File: src/rtl/gpio_port_pkg.sv
package gpio_port_pkg;
  localparam int PORT_PINS = 7;
  localparam int BUS_AW    = 8;
  localparam int BUS_DW    = 8;

  typedef enum logic [BUS_AW-1:0] {
    OFS_DATA = 8'h18,
    OFS_STAT = 8'h19,
    OFS_DIR  = 8'h1A,
    OFS_DRV  = 8'h1B
  } reg_ofs_e;
endpackage

File: src/rtl/gpio_sync.sv
module gpio_sync #(
  parameter int WIDTH = 7
) (
  input  logic             clk,
  input  logic             rst_n,
  input  logic [WIDTH-1:0] raw_in,
  output logic [WIDTH-1:0] sync_out
);
  logic [WIDTH-1:0] stage1_q;
  logic [WIDTH-1:0] stage2_q;

  always_ff @(posedge clk or negedge rst_n) begin
    if (!rst_n) begin
      stage1_q <= '0;
      stage2_q <= '0;
    end else begin
      stage1_q <= raw_in;
      stage2_q <= stage1_q;
    end
  end

  assign sync_out = stage2_q;

  // cycles since reset, saturating at 2, so the check never looks before reset
  logic [1:0] warm_q;
  always_ff @(posedge clk or negedge rst_n) begin
    if (!rst_n) warm_q <= 2'd0;
    else if (warm_q != 2'd2) warm_q <= warm_q + 2'd1;
  end

  assert_sync_latency_R6: assert property (@(posedge clk) disable iff (!rst_n)
    (warm_q == 2'd2) |-> (sync_out == $past(raw_in, 2)));
endmodule

File: src/rtl/gpio_regs.sv
module gpio_regs
  import gpio_port_pkg::*;
#(
  parameter int PINS = PORT_PINS,
  parameter int AW   = BUS_AW,
  parameter int DW   = BUS_DW
) (
  input  logic            clk,
  input  logic            rst_n,
  input  logic            sel,
  input  logic            we,
  input  logic [AW-1:0]   addr,
  input  logic [DW-1:0]   wdata,
  input  logic [PINS-1:0] sync_lvl,
  output logic [DW-1:0]   rdata,
  output logic [PINS-1:0] dir_q,
  output logic [PINS-1:0] drv_q,
  output logic [PINS-1:0] latch_q
);
  localparam int PAD = DW - PINS;

  logic wr_data, wr_dir, wr_drv, rd;
  assign wr_data = sel && we && (addr == OFS_DATA);
  assign wr_dir  = sel && we && (addr == OFS_DIR);
  assign wr_drv  = sel && we && (addr == OFS_DRV);
  assign rd      = sel && !we;

  always_ff @(posedge clk or negedge rst_n) begin
    if (!rst_n) begin
      dir_q   <= '0;
      drv_q   <= '0;
      latch_q <= '0;
    end else begin
      if (wr_data) latch_q <= wdata[PINS-1:0];
      if (wr_dir)  dir_q   <= wdata[PINS-1:0];
      if (wr_drv)  drv_q   <= wdata[PINS-1:0];
    end
  end

  logic [PINS-1:0] rd_val;
  always_comb begin
    rd_val = '0;
    if (rd) begin
      case (addr)
        OFS_DATA: rd_val = (latch_q & dir_q) | (sync_lvl & ~dir_q);
        OFS_STAT: rd_val = sync_lvl;
        OFS_DIR:  rd_val = dir_q;
        OFS_DRV:  rd_val = drv_q;
        default:  rd_val = '0;
      endcase
    end
  end

  assign rdata = {{PAD{1'b0}}, rd_val};

  assert_latch_capture_R8: assert property (@(posedge clk) disable iff (!rst_n)
    wr_data |=> (latch_q == $past(wdata[PINS-1:0])));
  assert_dir_hold_R3: assert property (@(posedge clk) disable iff (!rst_n)
    !wr_dir |=> $stable(dir_q));
  assert_drv_hold_R4: assert property (@(posedge clk) disable iff (!rst_n)
    !wr_drv |=> $stable(drv_q));
endmodule

File: src/rtl/gpio_padmux.sv
module gpio_padmux #(
  parameter int PINS = 7
) (
  input  logic            periph_en,
  input  logic [PINS-1:0] periph_oe,
  input  logic [PINS-1:0] periph_dout,
  input  logic [PINS-1:0] dir,
  input  logic [PINS-1:0] latch,
  input  logic [PINS-1:0] drv,
  output logic [PINS-1:0] pad_oe,
  output logic [PINS-1:0] pad_out,
  output logic [PINS-1:0] pad_lowdrv
);
  for (genvar i = 0; i < PINS; i++) begin : g_pin
    logic oe_i;
    assign oe_i          = periph_en ? periph_oe[i]   : dir[i];
    assign pad_oe[i]     = oe_i;
    assign pad_out[i]    = periph_en ? periph_dout[i] : latch[i];
    assign pad_lowdrv[i] = drv[i] & oe_i;
  end
endmodule

File: src/rtl/gpio_port.sv
module gpio_port
  import gpio_port_pkg::*;
#(
  parameter int PINS = PORT_PINS,
  parameter int AW   = BUS_AW,
  parameter int DW   = BUS_DW
) (
  input  logic            clk,
  input  logic            rst_n,
  input  logic            bus_sel,
  input  logic            bus_we,
  input  logic [AW-1:0]   bus_addr,
  input  logic [DW-1:0]   bus_wdata,
  output logic [DW-1:0]   bus_rdata,
  input  logic            periph_en,
  input  logic [PINS-1:0] periph_oe,
  input  logic [PINS-1:0] periph_dout,
  input  logic [PINS-1:0] pad_in,
  output logic [PINS-1:0] pad_oe,
  output logic [PINS-1:0] pad_out,
  output logic [PINS-1:0] pad_lowdrv
);
  logic [PINS-1:0] sync_lvl, dir_q, drv_q, latch_q;

  gpio_sync #(.WIDTH(PINS)) u_sync (
    .clk(clk), .rst_n(rst_n), .raw_in(pad_in), .sync_out(sync_lvl)
  );

  gpio_regs #(.PINS(PINS), .AW(AW), .DW(DW)) u_regs (
    .clk(clk), .rst_n(rst_n), .sel(bus_sel), .we(bus_we), .addr(bus_addr),
    .wdata(bus_wdata), .sync_lvl(sync_lvl), .rdata(bus_rdata),
    .dir_q(dir_q), .drv_q(drv_q), .latch_q(latch_q)
  );

  gpio_padmux #(.PINS(PINS)) u_padmux (
    .periph_en(periph_en), .periph_oe(periph_oe), .periph_dout(periph_dout),
    .dir(dir_q), .latch(latch_q), .drv(drv_q),
    .pad_oe(pad_oe), .pad_out(pad_out), .pad_lowdrv(pad_lowdrv)
  );

  assert_lowdrv_gated_R4: assert property (@(posedge clk) disable iff (!rst_n)
    ((pad_lowdrv & ~pad_oe) == '0));
  assert_periph_override_R9: assert property (@(posedge clk) disable iff (!rst_n)
    periph_en |-> (pad_oe == periph_oe && pad_out == periph_dout));
  assert_rdata_idle_R10: assert property (@(posedge clk) disable iff (!rst_n)
    !(bus_sel && !bus_we) |-> (bus_rdata == '0));
endmodule

File: config.mk
export PLATFORM = sky130hd
export DESIGN_NAME = gpio_port
export DESIGN_NICKNAME = d
export VERILOG_FILES = /design/src/rtl/gpio_port_pkg.sv /design/src/rtl/gpio_sync.sv /design/src/rtl/gpio_regs.sv /design/src/rtl/gpio_padmux.sv /design/src/rtl/gpio_port.sv
export SDC_FILE = /design/constraint.sdc
export NUM_CORES = 1
export LEC_CHECK = 0
export ABC_AREA = 1
export BUFFER_PORTS_ARGS = -buffer_cell sky130_fd_sc_hd__buf_4
export CAP_MARGIN = 20
export CORE_MARGIN = 2
export CORE_UTILIZATION = 40
export CTS_CLUSTER_SIZE = 20
export DETAILED_ROUTE_END_ITERATION = 8
export GPL_TIMING_DRIVEN = 0
export PLACE_DENSITY = 0.69
export SKIP_LAST_GASP = 1
export SLEW_MARGIN = 0
export SYNTH_ARGS = -nofsm -noshare
export SYNTH_HDL_FRONTEND = slang
export SYNTH_SLANG_ARGS = --single-unit
File: constraint.sdc
create_clock -name clk -period 1.2 [get_ports clk]
set_input_delay 0.06 -clock clk [delete_from_list [all_inputs] [get_ports clk]]
set_output_delay 0.06 -clock clk [all_outputs]
set_load 0.02 [all_outputs]
=== After elaboration in Yosys (flattened, before gate mapping) ===
Index checks and enable logic that the tools add are counted.

* Register bits: 35
* Input port bits: 42
* Output and inout port bits: 29
* Word-level logic and storage cells: 42

* Equal/unequal tests: 4
* Multiplexer cells: 16
* Bitwise logic cells: 11
* Reduce and logical (&&, ||, !) cells: 6

{| class="wikitable"
|+ Operator list
! operator !! number
|-
| 8-bit by 5-bit equality test with 1-bit output (second input constant) || 4
|-
| 7-bit one-hot mux with 4 select lines || 1
|-
| 7-bit bitwise AND || 2
|-
| 1-bit two-way mux || 14
|-
| 1-bit bitwise AND || 7
|-
| 7-bit two-way mux || 1
|-
| 7-bit inverter || 1
|-
| 7-bit OR || 1
|-
| 1-bit logical AND || 5
|-
| 1-bit zero test || 1
|}

=== Logic depth before layout (Yosys ltp) ===
* Word-level depth: 5
* Gate-level depth with buffers: 9
* Mapped depth without buffers: 7

=== Modules after synthesis ===
From an unflattened synthesis, not the netlist that was laid out.

* Cell total of the unflattened synthesis: 297
* Area total of the unflattened synthesis: 2070.7 µm²

{| class="wikitable"
|+ Modules (own cells, without submodules)
! module !! instances !! cells each !! area each (µm²) !! sequential area each (µm²)
|-
| gpio_regs || 1 || 196 || 1341.3 || 525.5
|-
| gpio_padmux || 1 || 87 || 379.1 || 0.0
|-
| gpio_sync || 1 || 14 || 350.3 || 350.3
|}

=== Worst setup path before layout ===
Ideal clock, no wire load.

* Kind: input to output
* Start: input port bus_addr[5]
* End: output port bus_rdata[4]
* Arrival: 1.031 ns
* Required time: 1.140 ns
* Slack: 0.109 ns
* Stages: 9
* Path buffers: 2
* Cell sequence: inv_1 > nand2_1 > nor2_4 > buf_6 > buf_6 > nand3_1 > nand2_1 > nor2_1 > nor2_1

* Longest elaborated chain between the ends: 3
* Elaborated cells on any way between the ends: 6

{| class="wikitable"
|+ Ends and longest elaborated chain
! what !! RTL line !! RTL
|-
| start: declaration || gpio_port.sv:12 || <nowiki>input logic [AW-1:0] bus_addr,</nowiki>
|-
| 8-bit by 5-bit equality test with 1-bit output || gpio_regs.sv:44 || <nowiki>case (addr)</nowiki>
|-
| 7-bit one-hot mux with 4 select lines * || gpio_regs.sv:44 ||
|-
| 7-bit two-way mux * || gpio_regs.sv:43 || <nowiki>if (rd) begin</nowiki>
|-
| end: declaration || gpio_port.sv:14 || <nowiki>output logic [DW-1:0] bus_rdata,</nowiki>
|}

Every way passes the cells marked *; elsewhere a longest branch is shown, timed or not.

=== Worst setup path after layout ===
* Start: register u_regs.dir_q[4]
* End: output port bus_rdata[4]

* Longest elaborated chain between the ends: 5
* Elaborated cells on any way between the ends: 6

{| class="wikitable"
|+ Ends and longest elaborated chain
! what !! RTL line !! RTL
|-
| start: declaration || gpio_regs.sv:16 || <nowiki>output logic [PINS-1:0] dir_q,</nowiki>
|-
| start signal: assignment || gpio_regs.sv:35 || <nowiki>if (wr_dir) dir_q <= wdata[PINS-1:0];</nowiki>
|-
| 7-bit inverter || gpio_regs.sv:45 || <nowiki>OFS_DATA: rd_val = (latch_q & dir_q) | (sync_lvl & ~dir_q);</nowiki>
|-
| 7-bit bitwise AND || gpio_regs.sv:45 ||
|-
| 7-bit OR || gpio_regs.sv:45 ||
|-
| 7-bit one-hot mux with 4 select lines * || gpio_regs.sv:44 ||
|-
| 7-bit two-way mux * || gpio_regs.sv:43 ||
|}

Marked as above.

==> metrics.txt <==
status finished with violations; violated checks negative setup slack; FMAX just over 700 MHz; Max Cap Viol 0; Finished Layout Cells between 400 and 500; largest net degree at the start of global routing 36; Seq/Total Area, Yosys between 40% and 50%; Setup WS pre-CTS -0.2598 ns; GRT Residual Overflow 0; worst-margin pin slew about 0.61 ns; clock sinks 35; Mapped Cells 264; syn avg cell area between 7 and 8 sq um; top sig layer met4; fillers 459; min cycle time layout about 1.4 ns; clock skew around 0.00026 ns; Hold Path Class in -> reg; RSZ-0062 raised after global routing yes; die area 5511 sq um; CTS tree built; Port Buffers 68; area grow syn2layout 50.16%; Crit Path Class reg -> out; # rows 25; Met1 Wirelength around 2.4 mm; worst path arrival time ~1.3 ns; Synth Area in Simple Gates about 33%; # diodes 0; CTS Buffer Depth 2; Seq cells post-synth 35; antenna violations before repair 0; io pins 71; unique cell type count in the Yosys netlist 17; Pre-antenna DRT Iters 4; GRT Overall Usage around a fifth; IR drop worst, VDD 0.0008287 V; share of cells above drive strength 1 roughly two fifths; Routed WL around 5.4 mm; synth top area cells dfrtp_1 44%, nand2_1 18%, nand3_1 7.1%, inv_1 5.7%, o21ai_0 5.6%; DRC viols 0; clk slew on worst S/H paths 0.07 ns; xor/xnor cell area share of the yosys netlist 0%; area of the core around 4800 sq um; commonest non-fill, non-tap cells in the layout 81 x nand2_1, 77 x buf_4, 35 x dfrtp_1, 28 x nand3_1, 25 x inv_1; Synth Area in Compound Gates 10.02%; final worst slack -0.1888 ns; vias in the first global route around 1900; HPWL Detailed between 3 and 4 mm; Ys Warns 0; Detailed Route Iter0 Violations around 120; Placed Cells incl. Taps 399; most common cell after layout, fill and taps aside nand2_1; Slew Viols, Final 0; relative slew slack between 50% and 60%; cell area after synthesis 1973 sq um; via count around 2000; Tcrit/Tclk final 115.7%; Initial Util about two fifths; Routed WL per cell roughly 13 microns; largest area contributor in the netlist dfrtp_1; P per Cell Area just over 900 nW/um^2; mux contribution to synthesized area 0%; Worst Path Max Fanout 3; Worst-Skew Late Latency about 0.27 ns; startpoint types flip-flop; Net count, final approximately 400; Leak 1.521 nW; area share of fa/ha/maj cells after synthesis 0%; final hold violation count 0; cts bufs inserted 5; via/cell ratio about 4.7; die height 74.24 microns; first-pass GRT wire length slightly below 9 mm; wire length on met2 around 2.7 mm; CP endpoint kind output pin; RePlAce Congestion between 0.8 and 0.9; largest family of logic cells by synthesized area simple AND/OR/NAND/NOR gates; Clk Tree Root Cell clkbuf_8; Die W between 70 and 80 microns; DR WL met3 just over 300 microns; post-synth top area share between 40 and 50%; Worst EP required 1.14 ns; Routed Antenna Nets 0; Setup violations, final 11; Max H-tree Level 2; syn_nets slightly above 300
cell families (layout without fill, tap and decap cells):
kind of cell,count (synthesis),in the layout
other,1,1
AOI/OAI and AO/OA,35,35
DFF,35,35
and+or+nand+nor,147,147
buffers and inverters,46,142
power by group:
part | internal [W] | switching, W | leakage [nW]
clock | 0.000524 | 0.000387 | 0.0515
combinational | 0.000284 | 0.000305 | 1.12
sequential | 0.00124 | 0.0000334 | 0.353
total | 0.00205 | 0.000725 | 1.52
worst max-delay path, cell delays in order (launching register included):
cell	delay [ns]
dfrtp_1	0.41
buf_4	0.16
nand3_1	0.07
nand2_1	0.06
nor2_1	0.13
nor2_1	0.07
buf_4	0.16
per-stage QoR:
step                      total power [W]  area (sq um)  setup TNS, ns  utilization (%)  hold slack, ns
after floorplan                  0.001549          1973              0                -         -0.2356
after global placement           0.001780          2567         -2.275            54.00         0.03945
after detailed placement         0.001789          2567         -2.901            54.00         0.04010
after CTS                        0.002754          2829         -1.539            59.50         0.01225
after global routing             0.002920          2963         -2.428            62.32         0.01338
final                            0.002770          2963         -1.298            62.32         0.01285
cell type report:
class	count	area [sq um]	share of cell area (%)
Buffer	12	100.1	3.378
Inverter	30	112.6	3.801
Tap cell	67	83.83	2.829
Sequential cell	35	875.8	29.56
Timing Repair Buffer	92	752.0	25.38
Clock buffer	8	100.1	3.378
Multi-Input combinational cell	183	938.4	31.67
state kept, by name, summed over array words and instances, names as in the netlist:
register and count:
u_regs.latch_q 7, u_regs.dir_q 7, u_regs.drv_q 7, u_sync.sync_out 7, u_sync.stage1_q 7
worst paths after layout:
check                      slack (ns)  cells past startpoint                         start                           end
min in group asynchronous        0.28                      2                         rst_n  u_sync.stage1_q[1]$_DFF_PN0_
max in group asynchronous        0.61                      2                         rst_n   u_regs.dir_q[4]$_DFFE_PN0P_
min                              0.01                      3                  bus_wdata[6]   u_regs.dir_q[6]$_DFFE_PN0P_
max                             -0.19                      6   u_regs.dir_q[4]$_DFFE_PN0P_                  bus_rdata[4]
max reg2reg                      0.33                      4   u_regs.dir_q[5]$_DFFE_PN0P_   u_regs.dir_q[5]$_DFFE_PN0P_
min reg2reg                      0.35                      0  u_sync.stage1_q[2]$_DFF_PN0_  u_sync.sync_out[2]$_DFF_PN0_
per-layer routing:
metal / vias to the layer above / track usage, %
li1: 1011 / -
met1: 923 / 27.32
met2: 55 / 35.02
met3: 4 / 3.388
met4: 0 / 8.730
met5: - / 0
repair_timing:
action,in CTS,in global routing
endpoints found under the setup margin,9,21
cloned,0,0
buffers inserted,8,8
endpoints found under the hold margin,42,0
hold buffers,8,0
resized for setup,9,35
pin swaps,3,10
cell usage after synthesis:
| cell type | number |
|---|---|
| o21ai_2 | 6 |
| nand4_1 | 1 |
| nand2_1 | 92 |
| buf_4 | 8 |
| inv_1 | 30 |
| buf_2 | 1 |
| clkbuf_1 | 2 |
| conb_1 | 1 |
| nor2_4 | 7 |
| o21ai_0 | 22 |
| nand2_2 | 2 |
| buf_6 | 5 |
| nand3_1 | 28 |
| nand2_4 | 1 |
| a21oi_1 | 7 |
| dfrtp_1 | 35 |
| nor2_1 | 16 |
Power figures use the tool's default switching activity.
